==> src/rtl/cfgar_pkg.sv <==
// Package: shared constants for the configuration auto-reset controller.
// Assumes a 32-bit data path with 8-bit byte addresses, word-aligned registers.
package cfgar_pkg;
    localparam int DATA_W   = 32;
    localparam int ADDR_W   = 8;
    localparam int LANES    = DATA_W / 8;
    localparam int NUM_REGS = 3;

    // Register indices inside the slice
    localparam int IDX_CMD  = 0;
    localparam int IDX_ICTL = 1;
    localparam int IDX_MISC = 2;

    // Byte addresses, in index order
    localparam logic [ADDR_W-1:0] REG_ADDR [NUM_REGS] = '{8'h04, 8'h54, 8'h40};

    // Control bit positions
    localparam int BM_BIT       = 2;
    localparam int AUTO_OFF_BIT = 16;
    localparam int SWRST_BIT    = 31;

    localparam logic [ADDR_W-1:0] WORD_MASK = ~ADDR_W'(3);

    typedef logic [DATA_W-1:0] word_t;
endpackage

==> src/rtl/cfgar_decode.sv <==
// Module: address decoder producing one select line per register.
// Assumes the low two address bits are don't-care; enable gates every select.
module cfgar_decode
    import cfgar_pkg::*;
(
    input  logic              en,
    input  logic [ADDR_W-1:0] addr,
    output logic [NUM_REGS-1:0] sel
);
    // Compare the word address with each register's address.
    for (genvar i = 0; i < NUM_REGS; i++) begin : g_sel
        assign sel[i] = en && ((addr & WORD_MASK) == REG_ADDR[i]);
    end
endmodule

==> src/rtl/cfgar_reg.sv <==
// Module: one 32-bit configuration register with byte-lane write merge.
// Assumes set and clear masks come from control logic; clear wins over set,
// and both win over the host write.
module cfgar_reg
    import cfgar_pkg::*;
#(
    parameter word_t RESET_VAL = '0
) (
    input  logic             clk,
    input  logic             rst_n,
    input  logic             wr_en,
    input  word_t            wdata,
    input  logic [LANES-1:0] be,
    input  word_t            set_mask,
    input  word_t            clr_mask,
    output word_t            q
);
    word_t merged;
    word_t nxt;

    // Per-lane merge of host data with the stored value.
    for (genvar b = 0; b < LANES; b++) begin : g_lane
        assign merged[8*b +: 8] = (wr_en && be[b]) ? wdata[8*b +: 8] : q[8*b +: 8];
    end

    // Apply hardware side effects on top of the host write.
    always_comb begin
        nxt = (merged | set_mask) & ~clr_mask;
    end

    // Register storage with synchronous active-low reset.
    always_ff @(posedge clk) begin
        if (!rst_n) q <= RESET_VAL;
        else        q <= nxt;
    end

    // a cleared bit reads zero after the edge, whatever the host wrote.
    assert_clr_wins_R8: assert property (@(posedge clk) disable iff (!rst_n)
        (|clr_mask) |=> ((q & $past(clr_mask)) == '0));
endmodule

==> src/rtl/cfgar_trigger.sv <==
// Module: decides when a host write starts a software reset.
// Assumes write selects are already address-decoded and only one write per cycle.
module cfgar_trigger
    import cfgar_pkg::*;
(
    input  logic cmd_wr,
    input  logic cmd_lane0,
    input  logic wdata_bm,
    input  logic bm_q,
    input  logic auto_off_q,
    input  logic misc_wr,
    input  logic misc_lane3,
    input  logic wdata_swrst,
    input  logic pulse_active,
    output logic start
);
    logic bm_clear_hit;
    logic swrst_hit;

    // A qualified one-to-zero write of the bus-master bit with auto-reset allowed.
    always_comb begin
        bm_clear_hit = cmd_wr && cmd_lane0 && bm_q && !wdata_bm && !auto_off_q;
    end

    // An explicit write of one to the software-reset bit.
    always_comb begin
        swrst_hit = misc_wr && misc_lane3 && wdata_swrst;
    end

    // Either source starts a pulse unless one is already running.
    always_comb begin
        start = !pulse_active && (bm_clear_hit || swrst_hit);
    end
endmodule

==> src/rtl/cfgar_pulse.sv <==
// Module: fixed-length reset pulse generator.
// Assumes CYCLES >= 1; start is ignored by the caller while the pulse is active.
module cfgar_pulse #(
    parameter int CYCLES = 4
) (
    input  logic clk,
    input  logic rst_n,
    input  logic start,
    output logic active,
    output logic last
);
    localparam int CW = $clog2(CYCLES + 1);
    localparam logic [CW-1:0] LOAD = CW'(CYCLES);

    logic [CW-1:0] cnt;

    // Load on start, count down to zero otherwise.
    always_ff @(posedge clk) begin
        if (!rst_n)          cnt <= '0;
        else if (start)      cnt <= LOAD;
        else if (cnt != '0)  cnt <= cnt - 1'b1;
    end

    // Pulse is high while the counter is non-zero.
    always_comb begin
        active = (cnt != '0);
        last   = (cnt == CW'(1));
    end

    // a start is followed by an active pulse.
    assert_start_pulse_R3: assert property (@(posedge clk) disable iff (!rst_n)
        start |=> active);
    // no start arrives while a pulse runs, so a pulse is never lengthened.
    assert_no_restart_R8: assert property (@(posedge clk) disable iff (!rst_n)
        active |-> !start);
    // the counter never exceeds the configured length.
    assert_cnt_bound_R3: assert property (@(posedge clk) disable iff (!rst_n)
        cnt <= LOAD);
endmodule

==> src/rtl/cfg_autoreset_ctrl.sv <==
// Module: configuration register slice that turns a bus-master clear, or an
// explicit software-reset write, into a fixed-length device reset pulse.
// Assumes one host access per cycle; reads are combinational on cfg_addr.
module cfg_autoreset_ctrl
    import cfgar_pkg::*;
#(
    parameter int RST_CYCLES = 4
) (
    input  logic              clk,
    input  logic              rst_n,
    input  logic              cfg_wr,
    input  logic [ADDR_W-1:0] cfg_addr,
    input  logic [DATA_W-1:0] cfg_wdata,
    input  logic [LANES-1:0]  cfg_be,
    output logic [DATA_W-1:0] cfg_rdata,
    output logic              bus_master_en,
    output logic              sw_rst
);
    logic [NUM_REGS-1:0] wr_sel;
    logic [NUM_REGS-1:0] rd_sel;
    word_t               reg_q   [NUM_REGS];
    word_t               set_m   [NUM_REGS];
    word_t               clr_m   [NUM_REGS];
    logic                start;
    logic                active;
    logic                last;

    cfgar_decode u_wdec (.en(cfg_wr), .addr(cfg_addr), .sel(wr_sel));
    cfgar_decode u_rdec (.en(1'b1),   .addr(cfg_addr), .sel(rd_sel));

    cfgar_trigger u_trig (
        .cmd_wr      (wr_sel[IDX_CMD]),
        .cmd_lane0   (cfg_be[BM_BIT/8]),
        .wdata_bm    (cfg_wdata[BM_BIT]),
        .bm_q        (reg_q[IDX_CMD][BM_BIT]),
        .auto_off_q  (reg_q[IDX_ICTL][AUTO_OFF_BIT]),
        .misc_wr     (wr_sel[IDX_MISC]),
        .misc_lane3  (cfg_be[SWRST_BIT/8]),
        .wdata_swrst (cfg_wdata[SWRST_BIT]),
        .pulse_active(active),
        .start       (start)
    );

    cfgar_pulse #(.CYCLES(RST_CYCLES)) u_pulse (
        .clk   (clk),
        .rst_n (rst_n),
        .start (start),
        .active(active),
        .last  (last)
    );

    // Side-effect masks: the reset clears bus-master and owns the reset bit.
    always_comb begin
        for (int i = 0; i < NUM_REGS; i++) begin
            set_m[i] = '0;
            clr_m[i] = '0;
        end
        clr_m[IDX_CMD][BM_BIT]     = start || active;
        set_m[IDX_MISC][SWRST_BIT] = start || (active && !last);
        clr_m[IDX_MISC][SWRST_BIT] = last;
    end

    for (genvar i = 0; i < NUM_REGS; i++) begin : g_reg
        cfgar_reg #(.RESET_VAL('0)) u_reg (
            .clk     (clk),
            .rst_n   (rst_n),
            .wr_en   (wr_sel[i]),
            .wdata   (cfg_wdata),
            .be      (cfg_be),
            .set_mask(set_m[i]),
            .clr_mask(clr_m[i]),
            .q       (reg_q[i])
        );
    end

    // Read mux: OR of the selected register values.
    always_comb begin
        cfg_rdata = '0;
        for (int i = 0; i < NUM_REGS; i++) begin
            if (rd_sel[i]) cfg_rdata = cfg_rdata | reg_q[i];
        end
    end

    // Outputs toward the bus and DMA logic.
    always_comb begin
        bus_master_en = reg_q[IDX_CMD][BM_BIT];
        sw_rst        = active;
    end

    // at most one register answers a given address.
    assert_onehot_decode_R2: assert property (@(posedge clk) disable iff (!rst_n)
        $onehot0(wr_sel));
    // a qualified bus-master clear with auto-reset enabled raises the reset.
    assert_clear_resets_R3: assert property (@(posedge clk) disable iff (!rst_n)
        (cfg_wr && ((cfg_addr & WORD_MASK) == 8'h04) && cfg_be[0] && !cfg_wdata[BM_BIT]
         && bus_master_en && !reg_q[IDX_ICTL][AUTO_OFF_BIT] && !sw_rst) |=> sw_rst);
    // with auto-reset disabled a command write starts no reset.
    assert_disabled_quiet_R4: assert property (@(posedge clk) disable iff (!rst_n)
        (cfg_wr && ((cfg_addr & WORD_MASK) == 8'h04) && reg_q[IDX_ICTL][AUTO_OFF_BIT]
         && !sw_rst) |=> !sw_rst);
    // the software-reset bit tracks the pulse exactly.
    assert_swrst_bit_R7: assert property (@(posedge clk) disable iff (!rst_n)
        reg_q[IDX_MISC][SWRST_BIT] == sw_rst);
    // bus mastering is off whenever the reset pulse is high.
    assert_bm_off_R8: assert property (@(posedge clk) disable iff (!rst_n)
        sw_rst |-> !bus_master_en);
    // the reset leaves the interface control register untouched.
    assert_ictl_kept_R9: assert property (@(posedge clk) disable iff (!rst_n)
        (sw_rst && !wr_sel[IDX_ICTL]) |=> $stable(reg_q[IDX_ICTL]));
endmodule

==> config.mk <==
export PLATFORM = sky130hd
export DESIGN_NAME = cfg_autoreset_ctrl
export DESIGN_NICKNAME = d
export VERILOG_FILES = /design/src/rtl/cfgar_pkg.sv /design/src/rtl/cfgar_decode.sv /design/src/rtl/cfgar_reg.sv /design/src/rtl/cfgar_trigger.sv /design/src/rtl/cfgar_pulse.sv /design/src/rtl/cfg_autoreset_ctrl.sv
export SDC_FILE = /design/constraint.sdc
export NUM_CORES = 1
export LEC_CHECK = 0
export ABC_AREA = 0
export BUFFER_PORTS_ARGS = -buffer_cell sky130_fd_sc_hd__buf_2
export CAP_MARGIN = 10
export CORE_MARGIN = 4
export CORE_UTILIZATION = 58
export CTS_CLUSTER_DIAMETER = 60
export DETAILED_ROUTE_END_ITERATION = 10
export GPL_TIMING_DRIVEN = 0
export PLACE_DENSITY_LB_ADDON = 0.05
export SYNTH_ARGS = -nofsm -noshare
export SYNTH_HDL_FRONTEND = slang
export SYNTH_HIERARCHICAL = 1
export SYNTH_SLANG_ARGS = --single-unit
export TNS_END_PERCENT = 10
==> constraint.sdc <==
create_clock -name clk -period 2.27 [get_ports clk]
set_input_delay 0 -clock clk [delete_from_list [all_inputs] [get_ports clk]]
set_output_delay 0 -clock clk [all_outputs]
set_load 0.005 [all_outputs]
==> out/results.txt, run 1 <==
Final Setup Violations - 0
Largest family of logic cells by synthesized area - compound AO/OA/AOI/OAI gates
# IOs - 81
Crit Path Class - register to register
Post-CTS setup buffer count - 0
Status - complete, no violations
Worst Hold Class - primary input to register
H-tree depth - 3
Non-filler cells, final - 1,095
Clock Tree Buf Depth - 2
Multiplexer share of the synthesized area - 0%
Worst Skew - 9.08 ps
Power, Total - 3.83 mW
Cell area after synthesis - 5830 um^2
Dpl hpwl - 12,300 um
Synth area leaders - dfxtp_1 (34%), a2111oi_2 (25%), a211oi_1 (12%)
Post-Synth Adder-Cell Area - 0.644%
Ant. Diodes - 0
Inst Count DP - 1,047
Clock-pin slew on the worst setup and hold paths - 100 ps
Wire per inst - 16.1 um
Uppermost routed layer - met4
Cell taking the most area after synthesis - dfxtp_1
TritonCTS buffer count - 9
LEAKAGE - 3.59 nW
Maxcap violations - 0
Die Ht - 108 um
Max Slew Vio Count - 0
CTS tree - yes
Seq cells post-synth - 99
Count leader, synth - dfxtp_1
Worst Setup End Kind - register
Max Clk Rate - 493 MHz
Delay-heaviest family, CP - compound AO/OA/AOI/OAI gates
Slowest-stage cell, CP - or3b_1
GRT overflow - 0
EDFF count, synth - 0
Worst-Margin Slew - 646 ps
Yosys warns - 6
Yosys top cell area share - 34.0%
Vias per inst - 5.30
Vias in the first global route - 6,214
Total Neg Setup Slack - 0 ps
Largest net degree at the start of global routing - 17
Initial antenna violation count - 0
Cells after Synth - 555
GRT Total Usage - 31.0%
P&R area growth vs syn - 36.1%
CP max FO - 8
Post-Synth XOR/XNOR Area - 0.150%
Layout cells sized above 1 - 27.3%
Core area - 9770 um^2
Drc violations - 0
Critical path, cell by cell - inv_1 > ha_1 > nand2b_4 > or3b_1 > o22ai_2 > a21o_1 > a211oi_1 > a2111oi_2
Synth top cells by count - dfxtp_1 (99), nor2_1 (98), a2111oi_2 (97)
Crit start category - register
Port bufs - 76
Simple logic cell fraction of the synthesized area - 10.5%
DRT iter0 DRCs - 375
Drt total wl - 17,700 um
RSZ-0062 raised after global routing - no
Met2 WL - 9400 um
DR pass1 iterations - 5
CTS sink cnt - 99
Fin crit share - 89.3%
Final hold vios - 0
Root Buffer - clkbuf_8
Starting Density - 59.7%
Area fraction in compound gates after synthesis - 43.2%
First-pass GRT wire length - 28,800 um
Netlist cell types - 27
Avg Cell Area, Syn - 10.5 um^2
Met3 routed WL - 919 um
Post-route minimum period - 2030 ps
Die area - 11,700 um^2
Pwr/cell area - 483 nW/um^2
Fin nets - 1,007
Routability-driven placement congestion ratio - 0.844
Post-DRT Antenna Nets - 0
DR vias - 5,802
WP buf/inv - 1
Async set-reset flop share out of synthesis - 0%
Slew headroom - 56.8%
Die Span X - 108 um
CP required - 2550 ps
Crit-path max cell delay - 380 ps
VDD IR-drop max - 0.318 mV
Skew-Pair Late Insertion Delay - 380 ps
Primary FF master, synth - dfxtp_1
Sequential area share after synthesis - 34.0%
Floorplan row count - 36
Wl on met1 - 6920 um
Critical Path AT - 2310 ps
## metal layers
layer	GRT usage, %	up-vias
li1	-	2767
met2	57.7	209
met4	16.0	0
met3	4.00	40
met5	0	-
met1	34.4	2786
## worst register-to-register path: stages, from the launching register on
cell,delay [ps]
dfxtp_1,350
inv_1,90
ha_1,220
nand2b_4,110
or3b_1,380
o22ai_2,230
a21o_1,160
a211oi_1,70
a2111oi_2,330
## cell type report
class | instances | area (um^2)
multi-input combinational | 645 | 4260
inverter | 40 | 150
tap | 133 | 166
clock inverter | 7 | 45.0
buffer | 54 | 514
fill | 678 | 1840
clock buffer | 9 | 124
timing repair buffer | 108 | 696
sequential | 99 | 1980
## stage by stage
step / hold WS, ps / cell area, um^2 / setup slack [ps] / utilization, %
floorplan: 169 / 6900 / 328 / -
global placement: 332 / 7440 / -45.7 / 76.1
detailed placement: 356 / 7440 / -166 / 76.1
CTS: 0.265 / 7930 / 4.25 / 81.1
global route: 31.8 / 7940 / 134 / 81.2
finish: 16.7 / 7940 / 243 / 81.2
## placed cells by master, fill, tap and decap left out, types with 9 or more instances in the layout
cell type      count
a2111oi_2         97
conb_1           285
a211oi_1          96
and2_4            12
clkbuf_8           9
a222oi_1          32
buf_2             82
nor2_1            98
inv_1             40
buf_6             39
dfxtp_1           99
dlygate4sd3_1     31
clkbuf_2          10
## cells by family after synthesis
| family | count (synthesis) |
|---|---|
| xor gates and xnor gates | 1 |
| other | 2 |
| and+or+nand+nor | 127 |
| DFF | 99 |
| adders and majority gates | 3 |
| buffers and inverters | 94 |
| AOI/OAI and AO/OA | 229 |
## flip-flops by register name, summed over array words and instances, names as in the netlist
name / count
u_pulse/cnt: 3
g.u_reg/q: 96
## power breakdown
part	total (mW)	switching [mW]	leakage (nW)	internal, mW
clock network	1.04	0.645	0.0887	0.395
logic	0.861	0.497	2.69	0.364
registers	1.93	0.0780	0.816	1.86
## worst paths after layout
check / from / endpoint / slack (ps) / cells after the start
max: u_pulse/cnt[0] / g_reg[2].u_reg/q[31] / 240 / 8
min: cfg_wdata[28] / g_reg[2].u_reg/q[28] / 20 / 3
max reg2reg: u_pulse/cnt[0] / g_reg[2].u_reg/q[31] / 240 / 8
min reg2reg: u_pulse/cnt[1] / u_pulse/cnt[1] / 540 / 2
## timing repair
item	CTS	global route
hold buffers	31	0
hold endpoints to repair	69	0
pin swaps	0	0
gates resized for setup	1	1
setup endpoints to repair	30	1
(Power assumes the default switching activity.)
==> inputs of run 2 (changes only) <==
Settings changed: BUFFER_PORTS_ARGS -buffer_cell sky130_fd_sc_hd__buf_2 to -buffer_cell sky130_fd_sc_hd__clkbuf_2.
==> run 2 against run 1 <==
Effect of this change:
- utilization is 0.90 points higher
- clock-buffer cell count is 1 higher
- clock skew is 2.9 ps lower
- final cell count hardly changed
- critical path type is now primary input to primary output
- final area is 1.1% higher
- global-route usage is 0.22 points lower
- register-to-register slack hardly changed
==> out/results.txt, run 2 (synthesis gave the netlist of run 1 again) <==
Crit start category - primary input
# IOs - 81 (unchanged)
Worst reg-to-reg path cell count - 8 (unchanged)
Dpl hpwl - 12,000 um (-2.2%)
CP max FO - 10 (+2)
Worst hold slack - 128 ps (+111 ps)
Drt total wl - 17,600 um (-0.30%)
Core area - 9770 um^2 (unchanged)
Slew headroom - 35.4% (-21 points)
Dpl cell area - 7440 um^2 (unchanged)
Worst Skew - 6.18 ps (-2.90 ps)
Layout cells sized above 1 - 27.1% (-0.24 points)
Worst Hold End - g_reg[2].u_reg/q[15]
Slowest-stage cell, CP - nor4b_1
Final Setup Violations - 0 (unchanged)
Fin nets - 1,008 (+0.099%)
RR Endpoint - g_reg[2].u_reg/q[31]
Worst Setup End Kind - primary output
Die Span X - 108 um (unchanged)
Critical Path AT - 2250 ps (-60 ps)
Skew-Pair Late Insertion Delay - 390 ps (about the same)
Drc violations - 0 (unchanged)
Root Buffer - clkbuf_8
Wl on met1 - 6840 um (-1.2%)
Worst Hold Depth - 3 (unchanged)
Total Neg Setup Slack - 0 ps (unchanged)
CTS tree - yes
Initial antenna violation count - 0 (unchanged)
Starting Density - 59.7% (unchanged)
H-tree depth - 3 (unchanged)
Met3 routed WL - 1050 um (+14%)
First-pass GRT wire length - 28,100 um (-2.3%)
Flip-flop count of the largest register after layout - 96 (unchanged)
Post-DRT Antenna Nets - 0 (unchanged)
Delay-heaviest family, CP - simple AND/OR/NAND/NOR gates
Fillers - 623 (-8.1%)
Vias per inst - 5.21 (-1.7%)
Critical path, cell by cell - clkbuf_2 > or4b_4 > nor4b_1 > buf_2 > a222oi_1 > inv_1 > clkbuf_2
Leading cell type in the layout, fill and taps excluded - conb_1
Die Ht - 108 um (unchanged)
Vias in the first global route - 6,037 (-2.8%)
Origin of the critical flop-to-flop path - u_pulse/cnt[0]
Port bufs - 76 (unchanged)
WP buf/inv - 4 (+3)
DR pass1 iterations - 6 (+1)
Max Clk Rate - 444 MHz (-9.9%)
Largest net degree at the start of global routing - 17 (unchanged)
Maxcap violations - 0 (unchanged)
Crit Path Class - primary input to primary output
Status - complete, no violations
Uppermost routed layer - met4
Crit path launch - cfg_addr[3]
Ant. Diodes - 0 (unchanged)
Worst-Margin Slew - 955 ps (+309 ps)
Register area - 1980 um^2 (unchanged)
GRT overflow - 0 (unchanged)
Area of the multi-input gates - 4260 um^2 (unchanged)
Final hold vios - 0 (unchanged)
Power, Total - 4.19 mW (+9.2%)
Max Slew Vio Count - 0 (unchanged)
Hold_sp - cfg_be[1]
P&R area growth vs syn - 37.6%
Most frequent cells in the layout - conb_1 (285), dfxtp_1 (99), nor2_1 (98)
Pwr/cell area - 522 nW/um^2 (+8.0%)
Wire per inst - 16.1 um (-0.39%)
TritonCTS buffer count - 9 (unchanged)
Regs by FF count - g.u_reg/q: 96 flops, u_pulse/cnt: 3 flops
RSZ-0062 raised after global routing - no
Clock Tree Buf Depth - 2 (unchanged)
Post-route minimum period - 2250 ps (+223 ps)
Worst Hold Class - primary input to register
DR vias - 5,710 (-1.6%)
DRT iter0 DRCs - 354 (-5.6%)
Met2 WL - 9270 um (-1.4%)
Crit-path max cell delay - 810 ps (+430 ps)
Final non-filler cell area - 8030 um^2 (+1.1%)
GRT Total Usage - 30.8% (-0.22 points)
CP required - 2270 ps (-280 ps)
Routability-driven placement congestion ratio - 0.845 (about the same)
Fin crit share - 99.1% (+9.8 points)
VDD IR-drop max - 0.394 mV (+24%)
Worst R2R Setup Slack - 240 ps (about the same)
CTS sink cnt - 99 (unchanged)
Die area - 11,700 um^2 (unchanged)
Crit path top cell by count - clkbuf_2
LEAKAGE - 3.60 nW (+0.17%)
Floorplan row count - 36 (unchanged)
Clock-pin slew on the worst setup and hold paths - 90 ps (about the same)
Top reg by flops - g.u_reg/q
run 2: cell count changes in the layout (fill, tap and decap cells not counted), sizes merged:
| cell | before | now |
|---|---|---|
| dlygate4sd3 | 31 | 33 |
| clkinvlp | 1 | 2 |
| bufinv | 0 | 3 |
| clkinv | 6 | 1 |
| clkbuf | 19 | 95 |
| buf | 121 | 45 |
run 2: power breakdown:
| part | internal (mW) | switching (mW) |
|---|---|---|
| clock network | 0.734 | 0.661 |
| registers | 1.86 | 0.0793 |
| logic | 0.366 | 0.493 |
run 2: worst register-to-register path, delay by kind of cell, from the launching register on:
family                   cells  cell delay, ps
AO/OA/AOI/OAI                3             740
buffers and inverters        1              90
flip-flops                   1             350
adder cells (fa/ha/maj)      1             210
AND/OR/NAND/NOR              3             540
run 2: final cells by class:
cell class	count	share of cell area [%]
clock inverters	6	1.42
multi-input cells	645	53.1
plain buffers	54	6.41
inverters	40	1.87
flip-flops and latches	99	24.7
repair buffers	109	8.85
well taps	133	2.07
clock buffers	10	1.59
run 2: layer usage:
layer	vias up	global-route usage, %
li1	2761	-
met1	2698	34.3
met2	212	55.4
met3	39	6.03
met4	0	16.1
met5	-	0
run 2: stage by stage:
| stage | cells | setup WS [ps] | util (%) |
|---|---|---|---|
| 5_1_grt | 1096 | 0.473 | 82.1 |
| 3_5_place_dp | 1047 | -72.4 | 76.1 |
| 4_1_cts | 1096 | 11.8 | 82.0 |
| 2_1_floorplan | 838 | 328 | - |
| 3_3_place_gp | 1047 | -34.2 | 76.1 |
| 6_report | 1096 | 19.5 | 82.1 |
run 2: how the worst max path moves through the flow:
stage	endpoint	slack [ps]	cells after the start
finish	cfg_rdata[18]	20	7
global route	cfg_rdata[14]	0.5	7
CTS	cfg_rdata[30]	10	7
detailed placement	g_reg[2].u_reg/q[31]	-70	8
global placement	cfg_rdata[0]	-30	7
floorplan	g_reg[2].u_reg/q[31]	330	7
run 2: repair_timing:
action,4_1_cts,5_1_grt
hold endpoints to repair,94,0
hold buffers,33,0
gates resized for setup,0,2
endpoints found under the setup margin,0,31
setup buffers,0,0
